==> src/rtl/tmr8_cmp.sv <==
module tmr8_cmp #(
  parameter int CW      = 8,
  parameter int DIV_MID = 8,
  parameter int DIV_HI  = 64
) (
  input  logic          clk,
  input  logic          rst_n,
  input  logic          wr_en,
  input  logic [2:0]    wr_addr,
  input  logic [CW-1:0] wr_data,
  output logic [CW-1:0] count_o,
  output logic [2:0]    flag_o,
  output logic          pwm_o
);
  localparam int PW = $clog2(DIV_HI);
  localparam logic [PW-1:0] MID_LAST = PW'(DIV_MID - 1);
  localparam logic [PW-1:0] HI_LAST  = PW'(DIV_HI - 1);
  localparam logic [CW-1:0] MAXV     = {CW{1'b1}};
  localparam logic [2:0] A_CNT = 3'd0, A_CMPA = 3'd1, A_CMPB = 3'd2, A_CTRL = 3'd3, A_FLAG = 3'd4;

  logic [1:0]    mode_q, sel_q;
  logic [PW-1:0] pre_q;
  logic [CW-1:0] cnt_q, bufa_q, bufb_q, effa_q, effb_q;
  logic          supp_q, pwm_q;
  logic [2:0]    flg_q;

  wire wr_cnt  = wr_en && wr_addr == A_CNT;
  wire wr_ctrl = wr_en && wr_addr == A_CTRL;
  wire [2:0] clr_mask = (wr_en && wr_addr == A_FLAG) ? wr_data[2:0] : 3'b000;

  wire is_pwm = mode_q[1];
  wire top_a  = mode_q[0] && (mode_q != 2'd0);
  wire [CW-1:0] cmpa = is_pwm ? effa_q : bufa_q;
  wire [CW-1:0] cmpb = is_pwm ? effb_q : bufb_q;

  wire tick = (sel_q == 2'd1)
            | ((sel_q == 2'd2) && ((pre_q & MID_LAST) == MID_LAST))
            | ((sel_q == 2'd3) && (pre_q == HI_LAST));

  wire hit_a  = tick && !supp_q && cnt_q == cmpa;
  wire hit_b  = tick && !supp_q && cnt_q == cmpb;
  wire at_max = cnt_q == MAXV;
  wire wrap   = tick && (at_max || (top_a && hit_a));
  wire [2:0] set_v = {tick && at_max, hit_b, hit_a};

  always_ff @(posedge clk) begin
    if (!rst_n) begin
      mode_q <= '0; sel_q <= '0; pre_q <= '0;
      cnt_q  <= '0; bufa_q <= '0; bufb_q <= '0; effa_q <= '0; effb_q <= '0;
      supp_q <= 1'b0; pwm_q <= 1'b0; flg_q <= '0;
    end else begin
      if (wr_ctrl) begin
        mode_q <= wr_data[1:0];
        sel_q  <= wr_data[3:2];
      end
      if ((wr_ctrl && wr_data[3:2] != sel_q) || sel_q == 2'd0) pre_q <= '0;
      else pre_q <= pre_q + 1'b1;

      if (wr_en && wr_addr == A_CMPA) bufa_q <= wr_data;
      if (wr_en && wr_addr == A_CMPB) bufb_q <= wr_data;
      if (!is_pwm || wrap) begin
        effa_q <= bufa_q;
        effb_q <= bufb_q;
      end

      if (wr_cnt) begin
        cnt_q  <= wr_data;
        supp_q <= 1'b1;
      end else if (tick) begin
        cnt_q  <= wrap ? '0 : cnt_q + 1'b1;
        supp_q <= 1'b0;
      end

      flg_q <= (flg_q & ~clr_mask) | set_v;

      if (!is_pwm)    pwm_q <= 1'b0;
      else if (wrap)  pwm_q <= 1'b1;
      else if (hit_b) pwm_q <= 1'b0;
    end
  end

  assign count_o = cnt_q;
  assign flag_o  = flg_q;
  assign pwm_o   = pwm_q;
endmodule


==> config.mk <==
export PLATFORM = sky130hd
export DESIGN_NAME = tmr8_cmp
export DESIGN_NICKNAME = d
export VERILOG_FILES = /design/src/rtl/tmr8_cmp.sv
export SDC_FILE = /design/constraint.sdc
export NUM_CORES = 1
export LEC_CHECK = 0
export CAP_MARGIN = 30
export CORE_MARGIN = 2
export CORE_UTILIZATION = 35
export CTS_CLUSTER_SIZE = 40
export DETAILED_ROUTE_END_ITERATION = 10
export SKIP_LAST_GASP = 1
export SLEW_MARGIN = 20
export SYNTH_ARGS = -nofsm -noshare
export SYNTH_HDL_FRONTEND = slang
export SYNTH_SLANG_ARGS = --single-unit
==> constraint.sdc <==
create_clock -name clk -period 2.72 [get_ports clk]
set_input_delay 0.272 -clock clk [delete_from_list [all_inputs] [get_ports clk]]
set_output_delay 0.272 -clock clk [all_outputs]
set_load 0.005 [all_outputs]
== After elaboration in Yosys (flattened, before gate mapping) ==
Index checks and enable logic that the tools add are counted.

* Bits in latches: 0
* Flip-flop bits (word level): 55
* Output and inout bits: 12
* Bits in writable memories: 0
* ROM bits: 0
* Memories: 0

* Reductions and logical operators: 27
* $lt $le $gt $ge: 0
* Add/sub/neg operators: 2
* Shifts and indexed selects: 0
* Muxes and demuxes: 10
* Equality and inequality tests: 13
* $mul: 0
* Divide/modulo/power cells: 0
* Bitwise logic cells: 6

{| class="wikitable"
|+ Operator list
! kind !! number
|-
| 8-bit 2-to-1 mux || 5
|-
| 8-bit equality test || 2
|-
| 1-bit logical AND || 15
|-
| 8-bit by 1-bit adder with 8-bit output (second input constant) || 1
|-
| 8-bit equality test (second input constant) || 1
|-
| 6-bit by 1-bit adder with 6-bit output (second input constant) || 1
|-
| 3-bit by 2-bit equality test with 1-bit output (second input constant) || 2
|-
| 3-bit equality test (second input constant) || 2
|-
| 6-bit equality test (second input constant) || 1
|-
| 2-bit nonzero test || 3
|-
| 2-bit equality test (second input constant) || 2
|-
| 1-bit 2-to-1 mux || 4
|-
| 3-bit bitwise AND || 1
|-
| 3-bit by 1-bit equality test with 1-bit output (second input constant) || 1
|-
| 3-bit logical NOT || 1
|-
| 1-bit logical OR || 3
|-
| 3-bit 2-to-1 mux || 1
|-
| 3-bit inverter || 1
|-
| 3-bit bitwise OR || 1
|-
| 2-bit by 1-bit equality test with 1-bit output (second input constant) || 1
|-
| 1-bit logical NOT || 2
|-
| 2-bit logical NOT || 1
|-
| 2-bit inequality test || 1
|-
| 1-bit bitwise OR || 2
|-
| other kinds (3) || 3
|}

== Logic depth before layout (Yosys ltp) ==
Gate-level depths: netlist (run 1).

* Depth in word-level cells: 12
* Depth in mapped cells: 10

== Least setup slack after synthesis (run 1) ==
No wires, ideal clock.

* Path kind: reg2reg
* Start: register pre_q[0]
* End: register effa_q[0]
* Data required time: 2601 ps
* Setup slack: 538 ps
* Path buffers: 2
* Stages on the path, launching flop included: 11
* Period minus slack after synthesis: 2182 ps
* Arrival time: 2063 ps
* Path through: dfxtp_1 ha_1 ha_1 nor2b_1 mux2i_1 a2111oi_4 nand4_4 and3_4 buf_6 buf_8 mux2i_1

* Word-level cells in the longest chain between the ends: 10

{| class="wikitable"
|+ Ends and longest elaborated chain
! item !! RTL line !! text
|-
| start: declaration || 22 || <nowiki>logic [PW-1:0] pre_q;</nowiki>
|-
| start signal: assignment || 57 || <nowiki>else pre_q <= pre_q + 1'b1;</nowiki>
|-
| 3-bit equality test || 37 || <nowiki>| ((sel_q == 2'd2) && ((pre_q & MID_LAST) == MID_LAST))</nowiki>
|-
| 1-bit logical AND || 37 ||
|-
| 1-bit bitwise OR || 37 ||
|-
| 1-bit bitwise OR * || 38 || <nowiki>| ((sel_q == 2'd3) && (pre_q == HI_LAST));</nowiki>
|-
| 1-bit logical AND (2 in series) || 40 || <nowiki>wire hit_a = tick && !supp_q && cnt_q == cmpa;</nowiki>
|-
| 1-bit logical AND || 43 || <nowiki>wire wrap = tick && (at_max || (top_a && hit_a));</nowiki>
|-
| 1-bit logical OR || 43 ||
|-
| 1-bit logical AND * || 43 ||
|-
| 1-bit logical OR * || 61 || <nowiki>if (!is_pwm || wrap) begin</nowiki>
|-
| end signal: assignment || 62 || <nowiki>effa_q <= bufa_q;</nowiki>
|-
| end: declaration || 23 || <nowiki>logic [CW-1:0] cnt_q, bufa_q, bufb_q, effa_q, effb_q;</nowiki>
|}

Mark *: on every way between the ends. The rest lies on a longest branch, timed or not.
A chain may end at the register's enable or synchronous reset.

== Worst setup path after layout (run 1) ==
* Start: register pre_q[0]
* End: register effb_q[7]

* Word-level cells in the longest chain between the ends: 10

{| class="wikitable"
|+ Ends and longest elaborated chain
! item !! RTL line !! text
|-
| 3-bit equality test || 37 ||
|-
| 1-bit logical AND || 37 ||
|-
| 1-bit bitwise OR || 37 ||
|-
| 1-bit bitwise OR * || 38 ||
|-
| 1-bit logical AND (2 in series) || 40 ||
|-
| 1-bit logical AND || 43 ||
|-
| 1-bit logical OR || 43 ||
|-
| 1-bit logical AND * || 43 ||
|-
| 1-bit logical OR * || 61 ||
|-
| end signal: assignment || 63 || <nowiki>effb_q <= bufb_q;</nowiki>
|-
| end: declaration || 23 ||
|}

Marks and branches as above.

==> impl_metrics.py, run 1 <==
metrics = {
    "run_status": {
        "outcome": "complete, no violations",
    },
    "die": {
        "io_pins": 26,
        "num_rows": 32,
        "start_util_pct": 36.1,
        "die_height_um": 93.0,
        "core_area_um2": 7690,
        "die_w_um": 93.0,
        "dieArea_um2": 8650,
    },
    "timing": {
        "holdWs_ps": 461,
        "worst_pin_slew_ps": 538,
        "fmax_mhz": 414,
        "slew_viol_final": 0,
        "slew_headroom_pct": 64.1,
        "hold_viol_final": 0,
        "period_minus_slack_ps": 2420,
        "skew_ps": 12.7,
        "setup_violations": 0,
        "rsz0062_at_grt": "no",
        "tns_ps": 0,
        "fin_crit_sh_pct": 88.9,
    },
    "critical_path": {
        "worst_setup_path_start_kind": "flip-flop",
        "path_delay_family": "simple AND/OR/NAND/NOR gates",
        "slowest_stage": "mux2i_1",
        "path_cells": "ha_1, ha_1, nor2b_1, mux2i_1, and2_1, or2_2, and3_4, mux2i_1",
        "worstSetupEndpointType": "flip-flop",
        "r2r-start": "pre_q[0]",
        "cp.buffers_inverters": 0,
        "r2r_setup_slack_ps": 300,
        "cp.depth": 8,
        "worstPathRequired_ps": 2950,
        "critPathKind": "flip-flop to flip-flop",
        "worst_r2r_path_depth": 8,
        "critPathMaxFanout": 16,
        "cp.arrival_ps": 2650,
        "r2r_end": "effb_q[7]",
        "cpPeakStageDelay_ps": 400,
    },
    "worst_hold_path": {
        "hold_depth": 1,
        "holdCritPathClass": "flip-flop to flip-flop",
        "hold_end": "pre_q[0]",
        "hp-start": "pre_q[0]",
    },
    "yosys": {
        "synth_most_common_cell": "nand2_1",
        "synthArstFlopShare_pct": 0,
        "ys_top_cells_by_count": "nand2_1, dfxtp_1, mux2i_1",
        "syn_area_per_cell_um2": 8.69,
        "netlist_area_um2": 2770,
        "synthDistinctLibCells": 37,
        "synth_cells": 319,
        "synth.largest_area_cell": "dfxtp_1",
        "ys.flop_type": "dfxtp_1",
        "synth_edf_count": 0,
        "synth.area.top_cells": "dfxtp_1, mux2i_1, nand2_1, xnor2_1, nand3_1",
        "ys_warn_count": 0,
        "ys_seq_elements": 55,
        "synth.top_cell.area_share_pct": 39.7,
        "synth_seq_area_share_pct": 39.7,
        "synth_nets": 336,
    },
    "place": {
        "hpwlAfterDp_mm": 4.81,
        "io_buffers": 25,
        "gp_congestion": 0.782,
    },
    "clock_tree": {
        "hold_buffers": 0,
        "cts_made_buffers": 5,
        "clk_pin_slew_worst_paths_ps": 110,
        "clock_path_buffers": 2,
        "clkLatencyLatePin_ps": 310,
        "cts_resized": 0,
        "cts.sinks": 55,
        "post_cts_buffers": 0,
        "cts_root_buf": "clkbuf_8",
        "htreeDepth": 2,
        "cts_tree": "built",
    },
    "global_routing": {
        "grt_pass1_wl_mm": 11.0,
        "overflow": 0,
        "grtUsageTotal_pct": 16.2,
        "grt_pass1_vias": 2144,
        "grt_max_degree": 44,
        "grt_antenna_before_repair": 0,
    },
    "power_and_ir_drop": {
        "ir_drop_uv": 264,
        "power_frac_seq_pct": 54.0,
        "switching_power_uw": 376,
        "finalPower_uw": 1540,
        "p_int_uw": 1160,
        "p_per_area_nw_per_um2": 476,
        "p_leak_uw": 0.00101,
        "clockPowerShare_pct": 36.5,
        "swShare_pct": 24.4,
        "p_comb_share_pct": 9.5,
    },
    "finish": {
        "fin_nets": 357,
        "n_antenna_cell": 0,
        "n_fill_cell": 764,
        "final_layout_size_suffix_gt1_share_pct": 7.92,
        "area_growth_syn_to_layout_pct": 16.7,
    },
    "drt": {
        "detail_route.wl_per_cell_um": 15.0,
        "dr.pass1.iters": 4,
        "ant_nets": 0,
        "drt-initial-drc-count": 132,
        "via_per_inst": 5.02,
        "routed_wl_mm": 6.66,
        "vias": 2226,
        "drc_errors": 0,
    },
    "job": {
        "drv_cap": 0,
    },
}
[flip-flops by register name (all words and copies together), names as in the netlist]
register / flops
bufa_q: 8
effa_q: 8
bufb_q: 8
effb_q: 8
count_o: 8
pwm_o: 1
supp_q: 1
sel_q: 2
flag_o: 3
pre_q: 6
mode_q: 2
[layout by cell type (no fill, tap or decap), types with 2 or more instances in the layout]
cell type	count
dfxtp_1	55
and2_1	2
nand2_1	63
nor3b_1	2
nor2b_1	3
a31oi_1	2
nand3_1	20
or2_2	3
a21oi_1	17
inv_1	4
nor4_1	4
xnor2_1	21
ha_1	3
clkbuf_8	5
nor2_1	26
nand4_1	7
a22oi_1	3
mux2i_1	43
buf_4	11
o211ai_1	3
xor2_1	4
clkdlybuf4s50_1	25
[power by group through the flow]
stage | Combinational [uW] | Sequential, uW | Clock (uW)
6_report | 145 | 831 | 562
5_1_grt | 158 | 833 | 595
4_1_cts | 146 | 831 | 575
3_5_place_dp | 145 | 850 | 0
2_1_floorplan | 86.8 | 846 | 0
3_3_place_gp | 144 | 849 | 0
[kinds of logic after synthesis]
kind of cell	after synthesis	share of synthesized area [%]
xor gates and xnor gates	25	7.90
DFF	55	39.7
and+or+nand+nor	138	23.4
buffers and inverters	26	4.65
AOI/OAI and AO/OA	28	6.64
muxes	44	16.3
adders and majority gates	3	1.35
[cell type report]
type | instances | area, um^2 | area share (%)
multi-input cells | 238 | 1540 | 47.7
flip-flops and latches | 55 | 1100 | 34.0
repair buffers | 36 | 333 | 10.3
well taps | 102 | 128 | 3.95
clock buffers | 5 | 68.8 | 2.13
clock inverters | 3 | 47.5 | 1.47
inverters | 4 | 15.0 | 0.464
[metrics by stage]
step	area (um^2)	util, %	worst slack (ps)	cells
final	3230	42.1	303	443
after detailed placement	3120	40.6	364	435
after floorplan	2770	-	538	319
after CTS	3230	42.1	297	443
after global routing	3230	42.1	99.2	443
after global placement	3120	40.6	375	435
[layer usage]
layer / global-route usage (%) / part of all wire [%] / up-vias
li1: - / - / 1128
met1: 22.5 / 49 / 1057
met2: 25.8 / 46 / 34
met3: 2.74 / 3.0 / 7
met4: 4.66 / 1.5 / 0
met5: 0 / 0 / -
[how the worst max path moves through the flow]
stage / startpoint / end / slack, ps
after global placement: pre_q[0] / effb_q[0] / 370
after detailed placement: pre_q[0] / effb_q[7] / 360
after floorplan: pre_q[0] / effa_q[0] / 540
after global routing: pre_q[0] / count_o[0] / 100
final: pre_q[0] / effb_q[7] / 300
after CTS: pre_q[0] / effb_q[7] / 300
Power figures use the tool's default switching activity.
==> inputs of run 2 (changes only) <==
--- a/config.mk
+++ b/config.mk
@@ -8,7 +8,6 @@
 export CAP_MARGIN = 30
 export CORE_MARGIN = 2
 export CORE_UTILIZATION = 35
-export CTS_CLUSTER_SIZE = 40
 export DETAILED_ROUTE_END_ITERATION = 10
 export SKIP_LAST_GASP = 1
 export SLEW_MARGIN = 20
==> results of run 2 <==
No change in the layout: final DEF, timing and power equal those of run 1.
